[config.mk]
export PLATFORM = sky130hd
export DESIGN_NAME = pwm_tbase
export DESIGN_NICKNAME = d
export VERILOG_FILES = /design/src/rtl/pwm_tbase_pkg.sv /design/src/rtl/pwm_tbase_shadow.sv /design/src/rtl/pwm_tbase_ctr.sv /design/src/rtl/pwm_tbase_cmp.sv /design/src/rtl/pwm_tbase.sv
export SDC_FILE = /design/constraint.sdc
export NUM_CORES = 1
export LEC_CHECK = 0
export BUFFER_PORTS_ARGS = -buffer_cell sky130_fd_sc_hd__buf_4
export CORE_ASPECT_RATIO = 1.4
export CORE_UTILIZATION = 60
export CTS_CLUSTER_DIAMETER = 50
export DETAILED_ROUTE_END_ITERATION = 10
export PLACE_DENSITY = 0.84
export RECOVER_POWER = 50
export SETUP_SLACK_MARGIN = 0.3
export SLEW_MARGIN = 20
export SYNTH_ARGS = -nofsm -noshare
export SYNTH_HDL_FRONTEND = slang
export SYNTH_SLANG_ARGS = --single-unit
[constraint.sdc]
create_clock -name clk -period 10.25 [get_ports clk]
set_clock_uncertainty 0.2 [all_clocks]
set_input_delay 1.5375 -clock clk [delete_from_list [all_inputs] [get_ports clk]]
set_output_delay 1.5375 -clock clk [all_outputs]
set_load 0.05 [all_outputs]
[src/rtl/pwm_tbase_pkg.sv]
`timescale 1ns/1ps
package pwm_tbase_pkg;

  // Counting shape of the timebase.
  typedef enum logic {
    SHAPE_SAW = 1'b0,   // down from limit to zero, then reload
    SHAPE_TRI = 1'b1    // zero up to limit, then back down
  } shape_e;

  localparam int unsigned RST_SYNC_STAGES = 2;

endpackage

[src/rtl/pwm_tbase_shadow.sv]
`timescale 1ns/1ps
// Holds the limit and shape in force for the running period. New values are
// taken in only on an enabled cycle at counter zero; in that cycle the
// incoming values are already the effective ones.
module pwm_tbase_shadow
  import pwm_tbase_pkg::*;
#(
  parameter int unsigned W = 16
) (
  input  logic         clk,
  input  logic         rst_n,
  input  logic         run,
  input  logic         at_zero,
  input  logic [W-1:0] limit_in,
  input  logic         updown_in,
  output logic [W-1:0] eff_limit,
  output logic         eff_tri
);

  logic [W-1:0] limit_q, limit_d;
  shape_e       shape_q, shape_d;
  shape_e       shape_in;
  logic         take;

  assign shape_in = shape_e'(updown_in);
  assign take     = run & at_zero;

  always_comb begin
    limit_d = limit_q;
    shape_d = shape_q;
    if (take) begin
      limit_d = limit_in;
      shape_d = shape_in;
    end
  end

  always_ff @(posedge clk or negedge rst_n) begin
    if (!rst_n) begin
      limit_q <= '0;
      shape_q <= SHAPE_SAW;
    end else if (take) begin
      limit_q <= limit_d;
      shape_q <= shape_d;
    end
  end

  assign eff_limit = at_zero ? limit_in : limit_q;
  assign eff_tri   = at_zero ? (shape_in == SHAPE_TRI) : (shape_q == SHAPE_TRI);

endmodule

[src/rtl/pwm_tbase_ctr.sv]
`timescale 1ns/1ps
// Period counter with direction tracking.
module pwm_tbase_ctr #(
  parameter int unsigned W = 16
) (
  input  logic         clk,
  input  logic         rst_n,
  input  logic         run,
  input  logic [W-1:0] eff_limit,
  input  logic         eff_tri,
  output logic [W-1:0] cnt,
  output logic         dir_up,
  output logic         at_zero,
  output logic         at_top
);

  localparam logic [W-1:0] ONE = W'(1);

  logic [W-1:0] cnt_q, cnt_d;
  logic         rose_q, rose_d;   // last step taken was upward

  assign at_zero = (cnt_q == '0);
  assign at_top  = (cnt_q == eff_limit);
  assign dir_up  = eff_tri & ~at_top & (at_zero | rose_q);

  always_comb begin
    cnt_d  = cnt_q;
    rose_d = rose_q;
    if (eff_tri) begin
      if (dir_up) begin
        cnt_d  = cnt_q + ONE;
        rose_d = 1'b1;
      end else begin
        rose_d = 1'b0;
        if (!at_zero) begin
          cnt_d = cnt_q - ONE;
        end
      end
    end else begin
      rose_d = 1'b0;
      if (at_zero) begin
        cnt_d = eff_limit;
      end else begin
        cnt_d = cnt_q - ONE;
      end
    end
  end

  always_ff @(posedge clk or negedge rst_n) begin
    if (!rst_n) begin
      cnt_q  <= '0;
      rose_q <= 1'b0;
    end else if (run) begin
      cnt_q  <= cnt_d;
      rose_q <= rose_d;
    end
  end

  assign cnt = cnt_q;

endmodule

[src/rtl/pwm_tbase_cmp.sv]
`timescale 1ns/1ps
// One compare unit, split by count direction.
module pwm_tbase_cmp #(
  parameter int unsigned W = 16
) (
  input  logic         active,
  input  logic [W-1:0] cnt,
  input  logic [W-1:0] cmp,
  input  logic [W-1:0] eff_limit,
  input  logic         dir_up,
  output logic         hit_up,
  output logic         hit_dn
);

  logic in_range;
  logic hit;

  assign in_range = (cmp <= eff_limit);
  assign hit      = active & in_range & (cnt == cmp);
  assign hit_up   = hit &  dir_up;
  assign hit_dn   = hit & ~dir_up;

endmodule

[src/rtl/pwm_tbase.sv]
`timescale 1ns/1ps
module pwm_tbase
  import pwm_tbase_pkg::*;
#(
  parameter int unsigned W    = 16,
  parameter int unsigned NCMP = 2
) (
  input  logic                     clk,
  input  logic                     rst_n,
  input  logic                     run,
  input  logic                     updown,
  input  logic [W-1:0]             limit,
  input  logic [NCMP-1:0][W-1:0]   cmp_val,
  output logic [W-1:0]             cnt,
  output logic                     dir,
  output logic                     zero_evt,
  output logic                     top_evt,
  output logic [NCMP-1:0]          cmp_up,
  output logic [NCMP-1:0]          cmp_dn
);

  // Reset: asserted asynchronously, released on the clock.
  logic [RST_SYNC_STAGES-1:0] rsync_q;
  logic                       rst_ok;

  always_ff @(posedge clk or negedge rst_n) begin
    if (!rst_n) begin
      rsync_q <= '0;
    end else begin
      rsync_q <= {rsync_q[RST_SYNC_STAGES-2:0], 1'b1};
    end
  end

  assign rst_ok = rsync_q[RST_SYNC_STAGES-1];

  logic         act;
  logic [W-1:0] eff_limit;
  logic         eff_tri;
  logic         at_zero;
  logic         at_top;
  logic         dir_up;
  logic [W-1:0] cnt_w;

  assign act = run & rst_ok;

  pwm_tbase_shadow #(.W(W)) u_shadow (
    .clk       (clk),
    .rst_n     (rst_ok),
    .run       (run),
    .at_zero   (at_zero),
    .limit_in  (limit),
    .updown_in (updown),
    .eff_limit (eff_limit),
    .eff_tri   (eff_tri)
  );

  pwm_tbase_ctr #(.W(W)) u_ctr (
    .clk       (clk),
    .rst_n     (rst_ok),
    .run       (run),
    .eff_limit (eff_limit),
    .eff_tri   (eff_tri),
    .cnt       (cnt_w),
    .dir_up    (dir_up),
    .at_zero   (at_zero),
    .at_top    (at_top)
  );

  for (genvar k = 0; k < NCMP; k++) begin : g_cmp
    pwm_tbase_cmp #(.W(W)) u_cmp (
      .active    (act),
      .cnt       (cnt_w),
      .cmp       (cmp_val[k]),
      .eff_limit (eff_limit),
      .dir_up    (dir_up),
      .hit_up    (cmp_up[k]),
      .hit_dn    (cmp_dn[k])
    );
  end

  assign cnt      = cnt_w;
  assign dir      = dir_up;
  assign zero_evt = act & at_zero;
  assign top_evt  = act & at_top;

endmodule

==> out/qor.yml, run 1 <==
logic_synthesis:
  synth_compound_area_frac: 0.199
  synth_adder_area_share: 0.0961
  synthSimpleGateAreaFrac: 0.231
  syn_inst: 521
  synthXorXnorAreaFrac: 0.111
  yosysUniqueCellTypes: 74
  synth_nets: 605
  synth_top_family_by_area: "simple AND/OR/NAND/NOR gates"
  yosysWarnings: 0
  yosysSeqAreaShare: 0.211
  synthArstFlopShare: 1.00
  synth_top_flop_cell: "dfrtp_1"
  syn_area_per_cell_sq_um: 8.19
  synth_edf_count: 0
  synth_mux_area_frac: 0.0771
  ys_ff_latch: 36
  syn-cell-area_sq_um: 4270
setup_path:
  slowest_delay_ps: 760
  cpLargestDelayFamily: "simple AND/OR/NAND/NOR gates"
  r2r_cells: 12
  end_kind: "primary output"
  crit_chain: "inv_1 > ha_1 > or3b_2 > or4_4 > mux2i_1 > ha_1 > a21o_1 > a21o_1 > a21oi_1 > o21ai_0 > a221oi_1 > o21a_1 > o21ai_0 > nor2_1 > buf_4"
  critical_path_depth: 15
  crit_slowest_cell: "or4_4"
  required_ps: 8510
  crit_buf_inv: 2
  crit_type: "register to primary output"
  critical_path_arrival_ps: 4900
  critPathMaxFanout: 28
  start_kind: "register"
run_status:
  violations: "capacitance limit, slew limit"
  status: "finished with violations"
drt:
  routed_via_density: 6.52
  drt_wl_total_um: 14300
  drt-wirelength-per-cell_um: 21.6
  dr.pass1.iters: 5
  drt_iter0_markers: 277
  drc_errors: 0
  dr_total_vias: 4313
  ant_nets: 0
clock_tree:
  post-cts-setup-buffers: 0
  clk_pin_slew_ps: 80
  cts-root-buf: "clkbuf_8"
  postCtsHoldBufs: 0
  cts_tree: "done"
  clock_path_buffers: 2
  cts.sinks: 36
  cts-resized-gates: 0
  htreeDepth: 2
  cts_buffers: 5
  clock_latency_ps: 310
cells_and_area:
  final_cells: 662
  drive_above_1_share: 0.182
  final_nets: 650
  num_antenna_cells: 0
  layout_commonest_cell: "buf_4"
  final_cell_mix: "buf_4 (65), xor2_1 (41), nand2_1 (40)"
  fillers: 625
  area_growth_pct: 12.2
power_and_ir_drop:
  cellLeakagePower_nw: 2.13
  peakVddDrop_mv: 0.146
  finalPower_w: 0.000722
  p_per_area_nw_per_um2: 151
global_routing:
  antenna_found_initial: 0
  grt_pass1_wl_um: 22300
  grtUsageTotal: 0.403
  overflow: 0
  grt_max_degree: 37
  grt_pass1_vias: 4333
floorplanning:
  die_y_um: 102
  dieArea_sq_um: 7460
  num_rows: 36
  die_w_um: 73.3
  core_sq_um: 6940
  num_io_pins: 75
  initial_core_util: 0.615
timing:
  hold_violations: 0
  drv_slew: 37
  finalWorstPathRequiredPeriod_ps: 6630
  fin_crit_sh: 0.647
  setup_viol_count_final: 0
  fmax_ghz: 0.151
  setup_tns_ps: 0
  worst_slew_pin_slew_ps: 2090
  max_slew_margin: -0.393
  whs_ps: 154
  rsz0062_at_grt: "no"
min_path:
  min_path_type: "register to register"
  hold_depth: 0
place:
  dp_hpwl_um: 11000
  routabilityCongestion: 1.02
  dp_cells: 654
  port_buffers: 74
job:
  drv_cap: 1
cells by family (layout without fill, tap and decap cells):
logic type | count (synthesis) | in the layout
muxes | 31 | 31
other | 1 | 1
DFF | 36 | 36
xor gates and xnor gates | 54 | 54
adders and majority gates | 33 | 33
buffers and inverters | 59 | 105
AOI/OAI and AO/OA | 128 | 128
and+or+nand+nor | 179 | 179
path summary, 6_finish.rpt:
path / from / to / slack [ps]
worst max-delay path: u_ctr.cnt[1]$_DFFE_PN0P_ / cmp_up[0] / 3620
worst min-delay path: rsync_q[0]$_DFF_PN0_ / rsync_q[1]$_DFF_PN0_ / 150
worst max register to register: u_ctr.cnt[1]$_DFFE_PN0P_ / u_ctr.cnt[9]$_DFFE_PN0P_ / 5640
worst min register to register: rsync_q[0]$_DFF_PN0_ / rsync_q[1]$_DFF_PN0_ / 150
max in group asynchronous: rsync_q[1]$_DFF_PN0_ / u_ctr.cnt[12]$_DFFE_PN0P_ / 7920
min in group asynchronous: rsync_q[1]$_DFF_PN0_ / u_shadow.shape_q$_DFFE_PN0P_ / 720
report_power, final:
part / total (W) / switching, W / leakage, nW / internal (W)
Combinational: 0.000337 / 0.000212 / 1.61 / 0.000125
Clock: 0.000129 / 0.0000563 / 0.0552 / 0.0000722
Sequential: 0.000257 / 0.0000956 / 0.472 / 0.000161
Total: 0.000722 / 0.000364 / 2.13 / 0.000358
layout make-up:
cell class	instances	area (sq um)	area share
Timing Repair Buffer	77	533	0.111
Clock buffer	6	72.6	0.0152
Inverter	20	75.1	0.0157
Tap cell	95	119	0.0248
Clock inverter	2	35.0	0.00731
Sequential cell	36	901	0.188
Multi-Input combinational cell	426	3050	0.638
cells in the mapped netlist (all sizes together) (3+ instances only):
cell | number | area share
nand3 | 11 | 0.013
a21o | 13 | 0.023
ha | 32 | 0.094
mux2i | 16 | 0.038
or4 | 8 | 0.018
nand4 | 13 | 0.021
inv | 20 | 0.018
nor4 | 13 | 0.026
nor2b | 9 | 0.013
a211oi | 5 | 0.010
nand3b | 3 | 0.0053
o21a | 3 | 0.0053
a21oi | 29 | 0.035
xnor2 | 13 | 0.027
buf | 23 | 0.042
nor3 | 22 | 0.026
clkbuf | 16 | 0.014
nor2 | 33 | 0.029
xor2 | 41 | 0.084
o22ai | 4 | 0.0059
and3 | 11 | 0.016
dfrtp | 36 | 0.21
a2111oi | 4 | 0.0082
o211ai | 6 | 0.011
o21ai | 41 | 0.052
mux2 | 15 | 0.040
nand2 | 41 | 0.038
sequential cells by signal (all words and copies together), names as in the netlist:
register / cells
rsync_q: 2
u_ctr.cnt: 16
u_ctr.rose_q: 1
u_shadow.limit_q: 16
u_shadow.shape_q: 1
per-stage QoR:
step | setup slack (ps) | utilization | instance area, sq um
6_report | 3620 | 0.690 | 4790
5_1_grt | 3410 | 0.690 | 4790
4_1_cts | 3680 | 0.697 | 4830
3_5_place_dp | 4030 | 0.681 | 4730
3_3_place_gp | 4190 | 0.681 | 4730
2_1_floorplan | 3990 | - | 4270
metal layers:
layer,track usage,up-vias,part of all wire
met5,0,-,0
met4,0.249,0,0.056
met3,0.0597,50,0.083
met2,0.685,268,0.49
met1,0.472,2011,0.37
li1,-,1984,-
(Power assumes the default switching activity.)
==> inputs of run 2 (changes only) <==
--- a/config.mk
+++ b/config.mk
@@ -7,10 +7,10 @@
 export LEC_CHECK = 0
 export BUFFER_PORTS_ARGS = -buffer_cell sky130_fd_sc_hd__buf_4
 export CORE_ASPECT_RATIO = 1.4
-export CORE_UTILIZATION = 60
+export CORE_UTILIZATION = 52
 export CTS_CLUSTER_DIAMETER = 50
 export DETAILED_ROUTE_END_ITERATION = 10
-export PLACE_DENSITY = 0.84
+export PLACE_DENSITY = 0.77
 export RECOVER_POWER = 50
 export SETUP_SLACK_MARGIN = 0.3
 export SLEW_MARGIN = 20
==> constraint.sdc (replaced) <==
create_clock -name clk -period 5.9 [get_ports clk]
set_clock_uncertainty 0.2 [all_clocks]
set_input_delay 0.885 -clock clk [delete_from_list [all_inputs] [get_ports clk]]
set_output_delay 0.885 -clock clk [all_outputs]
set_load 0.05 [all_outputs]
==> run 2 against run 1 <==
  * The run still ends with capacitance limit, slew limit left
  * First-iteration DRC count is 14% higher
  * Sequential share of layout area is 0.53 points lower
  * Clock power is 46% higher
  * Hold slack worse by 7.0 ps
  * Largest power group unchanged
==> out/qor.yml, run 2 (same netlist as run 1, synthesis figures left out) <==
run_status:
  status: "finished with violations"
  violations: "capacitance limit, slew limit"
min_path:
  min_path_type: "input pin to asynchronous set/reset pin"
place:
  dp_hpwl_um: 11400
  routabilityCongestion: 1.06
  dp_slack_ps: 497
  placed_area_sq_um: 4840
  port_buffers: 74
setup_path:
  end_kind: "primary output"
  required_ps: 4820
  start_kind: "register"
  crit_type: "register to primary output"
  critical_path_arrival_ps: 4280
  critPathMaxFanout: 13
clock_tree:
  clock_latency_ps: 300
  postCtsHoldBufs: 0
  clk_pin_slew_ps: 70
  cts_buffers: 5
  clock_path_buffers: 2
  cts_tree: "done"
  htreeDepth: 2
  cts.sinks: 36
  cts-root-buf: "clkbuf_8"
timing:
  worst_slew_pin_slew_ps: 2060
  drv_slew: 37
  finalWorstPathRequiredPeriod_ps: 5360
  setup_viol_count_final: 0
  fmax_ghz: 0.187
  fin_ws_ps: 539
  whs_ps: 147
  setup_tns_ps: 0
  hold_violations: 0
  rsz0062_at_grt: "no"
  fin_crit_sh: 0.909
  max_slew_margin: -0.376
power_and_ir_drop:
  p_per_area_nw_per_um2: 257
  clkPwrFrac: 0.149
  cell_internal_pwr_w: 0.000628
  sw_frac_of_total: 0.504
  switchingPower_w: 0.000638
  power_frac_seq: 0.263
  peakVddDrop_mv: 0.257
  combPwrFrac: 0.588
  cellLeakagePower_nw: 2.21
global_routing:
  grtUsageTotal: 0.358
  overflow: 0
  grt_pass1_vias: 4388
  grt_pass1_wl_um: 22900
  grt_max_degree: 37
  antenna_found_initial: 0
cells_and_area:
  drive_above_1_share: 0.212
  num_antenna_cells: 0
  seq_area_sq_um: 902
  fillers: 721
  final_cell_mix: "buf_4 (84), xor2_1 (41), nand2_1 (40)"
  final_nets: 669
  post-route-cell-area_sq_um: 4930
  area_growth_pct: 15.6
  multiInputGateArea_sq_um: 3070
  post-route-util: 0.629
  layout_commonest_cell: "buf_4"
floorplanning:
  num_rows: 38
  die_w_um: 78.6
  dieArea_sq_um: 8580
  initial_core_util: 0.544
  num_io_pins: 75
  core_sq_um: 7850
  die_y_um: 109
drt:
  dr_total_vias: 4487
  ant_nets: 0
  drt-wirelength-per-cell_um: 21.7
  dr.pass1.iters: 6
  drc_errors: 0
  drt_wl_total_um: 14900
  routed_via_density: 6.54
  drt_iter0_markers: 317
job:
  drv_cap: 1
run 2: area by class of cell:
type | count | area share
clock buffers | 8 | 0.0183
inverters | 20 | 0.0152
multi-input cells | 426 | 0.621
flip-flops and latches | 36 | 0.183
well taps | 100 | 0.0254
repair buffers | 96 | 0.137
run 2: final timing paths:
kind                            cells past startpoint  slack [ps]                     start                         to
max in group asynchronous                           1        3430      rsync_q[1]$_DFF_PN0_   u_ctr.cnt[0]$_DFFE_PN0P_
min in group clk                                    0         160      rsync_q[0]$_DFF_PN0_       rsync_q[1]$_DFF_PN0_
worst min register to register                      0         160      rsync_q[0]$_DFF_PN0_       rsync_q[1]$_DFF_PN0_
worst min-delay path                                1         150                     rst_n       rsync_q[1]$_DFF_PN0_
worst max register to register                      9        1730  u_ctr.cnt[8]$_DFFE_PN0P_  u_ctr.cnt[10]$_DFFE_PN0P_
worst max-delay path                               13         540  u_ctr.cnt[8]$_DFFE_PN0P_                  cmp_dn[1]
run 2: critical path, stage by stage (launching register included):
cell and delay, ps:
dfrtp_1 560, or4_4 610, or4_4 560, nor4_4 420, and3_1 230, a21oi_1 80
ha_1 320, nand4_1 80, nor2_1 280, a21oi_1 100, o21ai_0 170, o21ai_0 170
and3_1 190, buf_4 180
run 2: power by group through the flow:
stage | clock [W] | sequential, W | combinational (W)
2_1_floorplan | 0 | 0.000442 | 0.000402
3_3_place_gp | 0 | 0.000336 | 0.000733
3_5_place_dp | 0 | 0.000338 | 0.000737
4_1_cts | 0.000191 | 0.000333 | 0.000741
5_1_grt | 0.000201 | 0.000337 | 0.000790
6_report | 0.000188 | 0.000333 | 0.000745
run 2: routing by layer:
layer,GRT usage,part of all wire
met4,0.249,0.064
met3,0.0519,0.074
met1,0.405,0.37
met5,0,0
met2,0.614,0.50
run 2: repair_timing:
item	CTS	global route
setup buffers	3	2
endpoints found under the hold margin	0	0
gates resized for setup	1	3
pin swaps	1	0
endpoints found under the setup margin	4	4
cloned	0	0
run 2: metrics by stage:
step / total power (W) / instances
finish: 0.00127 / 686
global route: 0.00133 / 686
CTS: 0.00126 / 684
global placement: 0.00107 / 673
detailed placement: 0.00107 / 673
floorplan: 0.000843 / 521
==> inputs of run 3 (changes only) <==
--- a/config.mk
+++ b/config.mk
@@ -10,7 +10,7 @@
 export CORE_UTILIZATION = 52
 export CTS_CLUSTER_DIAMETER = 50
 export DETAILED_ROUTE_END_ITERATION = 10
-export PLACE_DENSITY = 0.77
+export PLACE_DENSITY_LB_ADDON = 0.08
 export RECOVER_POWER = 50
 export SETUP_SLACK_MARGIN = 0.3
 export SLEW_MARGIN = 20
==> run 3 against run 2 <==
  * The flow still finishes with violations (capacitance limit, slew limit)
  * Non-clock buffer count is the same
  * Global-route usage grew 0.42 points
  * Largest power group unchanged
  * Cell count is the same
  * Register-to-register slack lost 130 ps
  * Sequential cell count is the same
  * Wire length shrank 0.40%
  * Design area is the same
  * Critical path type unchanged
  * Die area is the same
  * Utilization is the same
==> out/qor.yml, run 3 (same netlist as run 1, synthesis figures left out) <==
drt:
  drc_errors: 0
  ant_nets: 0
  dr.pass1.iters: 6
  routed_via_density: 6.44
  dr_total_vias: 4420
  drt_iter0_markers: 249
  drt-wirelength-per-cell_um: 21.6
  drt_wl_total_um: 14800
power_and_ir_drop:
  peakVddDrop_mv: 0.244
  sw_frac_of_total: 0.506
  power_frac_seq: 0.262
  cell_internal_pwr_w: 0.000631
  combPwrFrac: 0.589
  cellLeakagePower_nw: 2.21
  switchingPower_w: 0.000646
  p_per_area_nw_per_um2: 259
  clkPwrFrac: 0.149
timing:
  setup_tns_ps: 0
  whs_ps: 144
  max_slew_margin: -0.373
  rsz0062_at_grt: "no"
  setup_viol_count_final: 0
  fin_crit_sh: 0.917
  worst_slew_pin_slew_ps: 2060
  hold_violations: 0
  drv_slew: 37
  finalWorstPathRequiredPeriod_ps: 5410
  fmax_ghz: 0.185
setup_path:
  critical_path_arrival_ps: 4320
  end_kind: "primary output"
  crit_type: "register to primary output"
  required_ps: 4820
  endpoint: "cmp_up[1]"
  crit_start: "u_ctr.cnt[0]$_DFFE_PN0P_"
  r2r_slack_ps: 1600
  r2r_cells: 11
  rr_startpoint: "u_ctr.cnt[0]$_DFFE_PN0P_"
  start_kind: "register"
  critPathMaxFanout: 10
  r2r_end: "u_ctr.cnt[10]$_DFFE_PN0P_"
clock_tree:
  cts.sinks: 36
  cts_buffers: 5
  clock_path_buffers: 2
  clock_latency_ps: 310
  postCtsHoldBufs: 0
  cts_tree: "done"
  clk_pin_slew_ps: 70
  cts-root-buf: "clkbuf_8"
  htreeDepth: 2
cells_and_area:
  area_growth_pct: 15.6
  post-route-cell-area_sq_um: 4930
  layout_commonest_cell: "buf_4"
  fillers: 779
  seq_area_sq_um: 902
  multiInputGateArea_sq_um: 3070
  num_antenna_cells: 0
  final_cell_mix: "buf_4 (84), xor2_1 (41), nand2_1 (40)"
  drive_above_1_share: 0.212
  final_nets: 669
  post-route-util: 0.629
global_routing:
  grt_pass1_vias: 4302
  grtUsageTotal: 0.362
  antenna_found_initial: 0
  grt_max_degree: 37
  grt_pass1_wl_um: 23200
  overflow: 0
floorplanning:
  die_w_um: 78.6
  num_rows: 38
  num_io_pins: 75
  dieArea_sq_um: 8580
  die_y_um: 109
  core_sq_um: 7850
  initial_core_util: 0.544
job:
  drv_cap: 1
run_status:
  status: "finished with violations"
  violations: "capacitance limit, slew limit"
place:
  dp_hpwl_um: 11400
  port_buffers: 74
  placed_area_sq_um: 4850
  routabilityCongestion: 0.995
min_path:
  min_path_type: "input pin to asynchronous set/reset pin"
run 3: cell counts in the layout (fill, tap and decap cells not counted):
Identical to the previous run, type by type.
run 3: per-layer routing:
| metal | GRT usage | routed length (um) |
|---|---|---|
| met5 | 0 | 0 |
| met4 | 0.212 | 892 |
| met2 | 0.631 | 7260 |
| met1 | 0.422 | 5590 |
| met3 | 0.0452 | 1060 |
run 3: per-stage QoR:
| stage | power (W) | worst slack, ps | cells |
|---|---|---|---|
| finish | 0.00128 | 491 | 686 |
| global route | 0.00134 | 323 | 686 |
| CTS | 0.00128 | 322 | 684 |
| detailed placement | 0.00108 | 425 | 674 |
| global placement | 0.00108 | 582 | 674 |
| floorplan | 0.000843 | 309 | 521 |
run 3: final cells by class:
class / instances / area share
multi-input cells: 426 / 0.621
flip-flops and latches: 36 / 0.183
repair buffers: 96 / 0.137
well taps: 100 / 0.0254
clock buffers: 8 / 0.0183
inverters: 20 / 0.0152
run 3: worst min path at each step:
stage | from | slack (ps) | cells after the start | end
floorplan | rsync_q[0]$_DFF_PN0_ | 130 | 0 | rsync_q[1]$_DFF_PN0_
global placement | rsync_q[1]$_DFF_PN0_ | 100 | 1 | u_ctr.rose_q$_DFFE_PN0P_
detailed placement | rsync_q[1]$_DFF_PN0_ | 100 | 1 | u_ctr.cnt[1]$_DFFE_PN0P_
CTS | rsync_q[1]$_DFF_PN0_ | 110 | 1 | u_ctr.cnt[1]$_DFFE_PN0P_
global route | rst_n | 150 | 1 | rsync_q[0]$_DFF_PN0_
finish | rst_n | 140 | 1 | rsync_q[0]$_DFF_PN0_
run 3: power by group through the flow:
stage	combinational (W)	clock (W)	sequential, W
floorplan	0.000402	0	0.000442
global placement	0.000742	0	0.000339
detailed placement	0.000745	0	0.000339
CTS	0.000750	0.000192	0.000335
global route	0.000800	0.000204	0.000339
finish	0.000752	0.000191	0.000334
run 3: what timing repair did:
item / in CTS / in global routing
endpoints found under the setup margin: 4 / 4
resized for setup: 3 / 1
buffers inserted: 2 / 2
pin swaps: 1 / 1
run 3: worst max-delay path, cell delays in order, from the launching register on:
cell and delay, ps:
dfrtp_2 430, inv_1 120, ha_1 200, or3b_4 450
or4_4 600, buf_4 210, mux2i_1 160, ha_1 200
a21o_1 150, a21o_1 170, a21o_1 180, a21o_1 170
a211oi_1 280, o21ai_0 190, o21ai_0 130, and3_1 180
buf_4 190
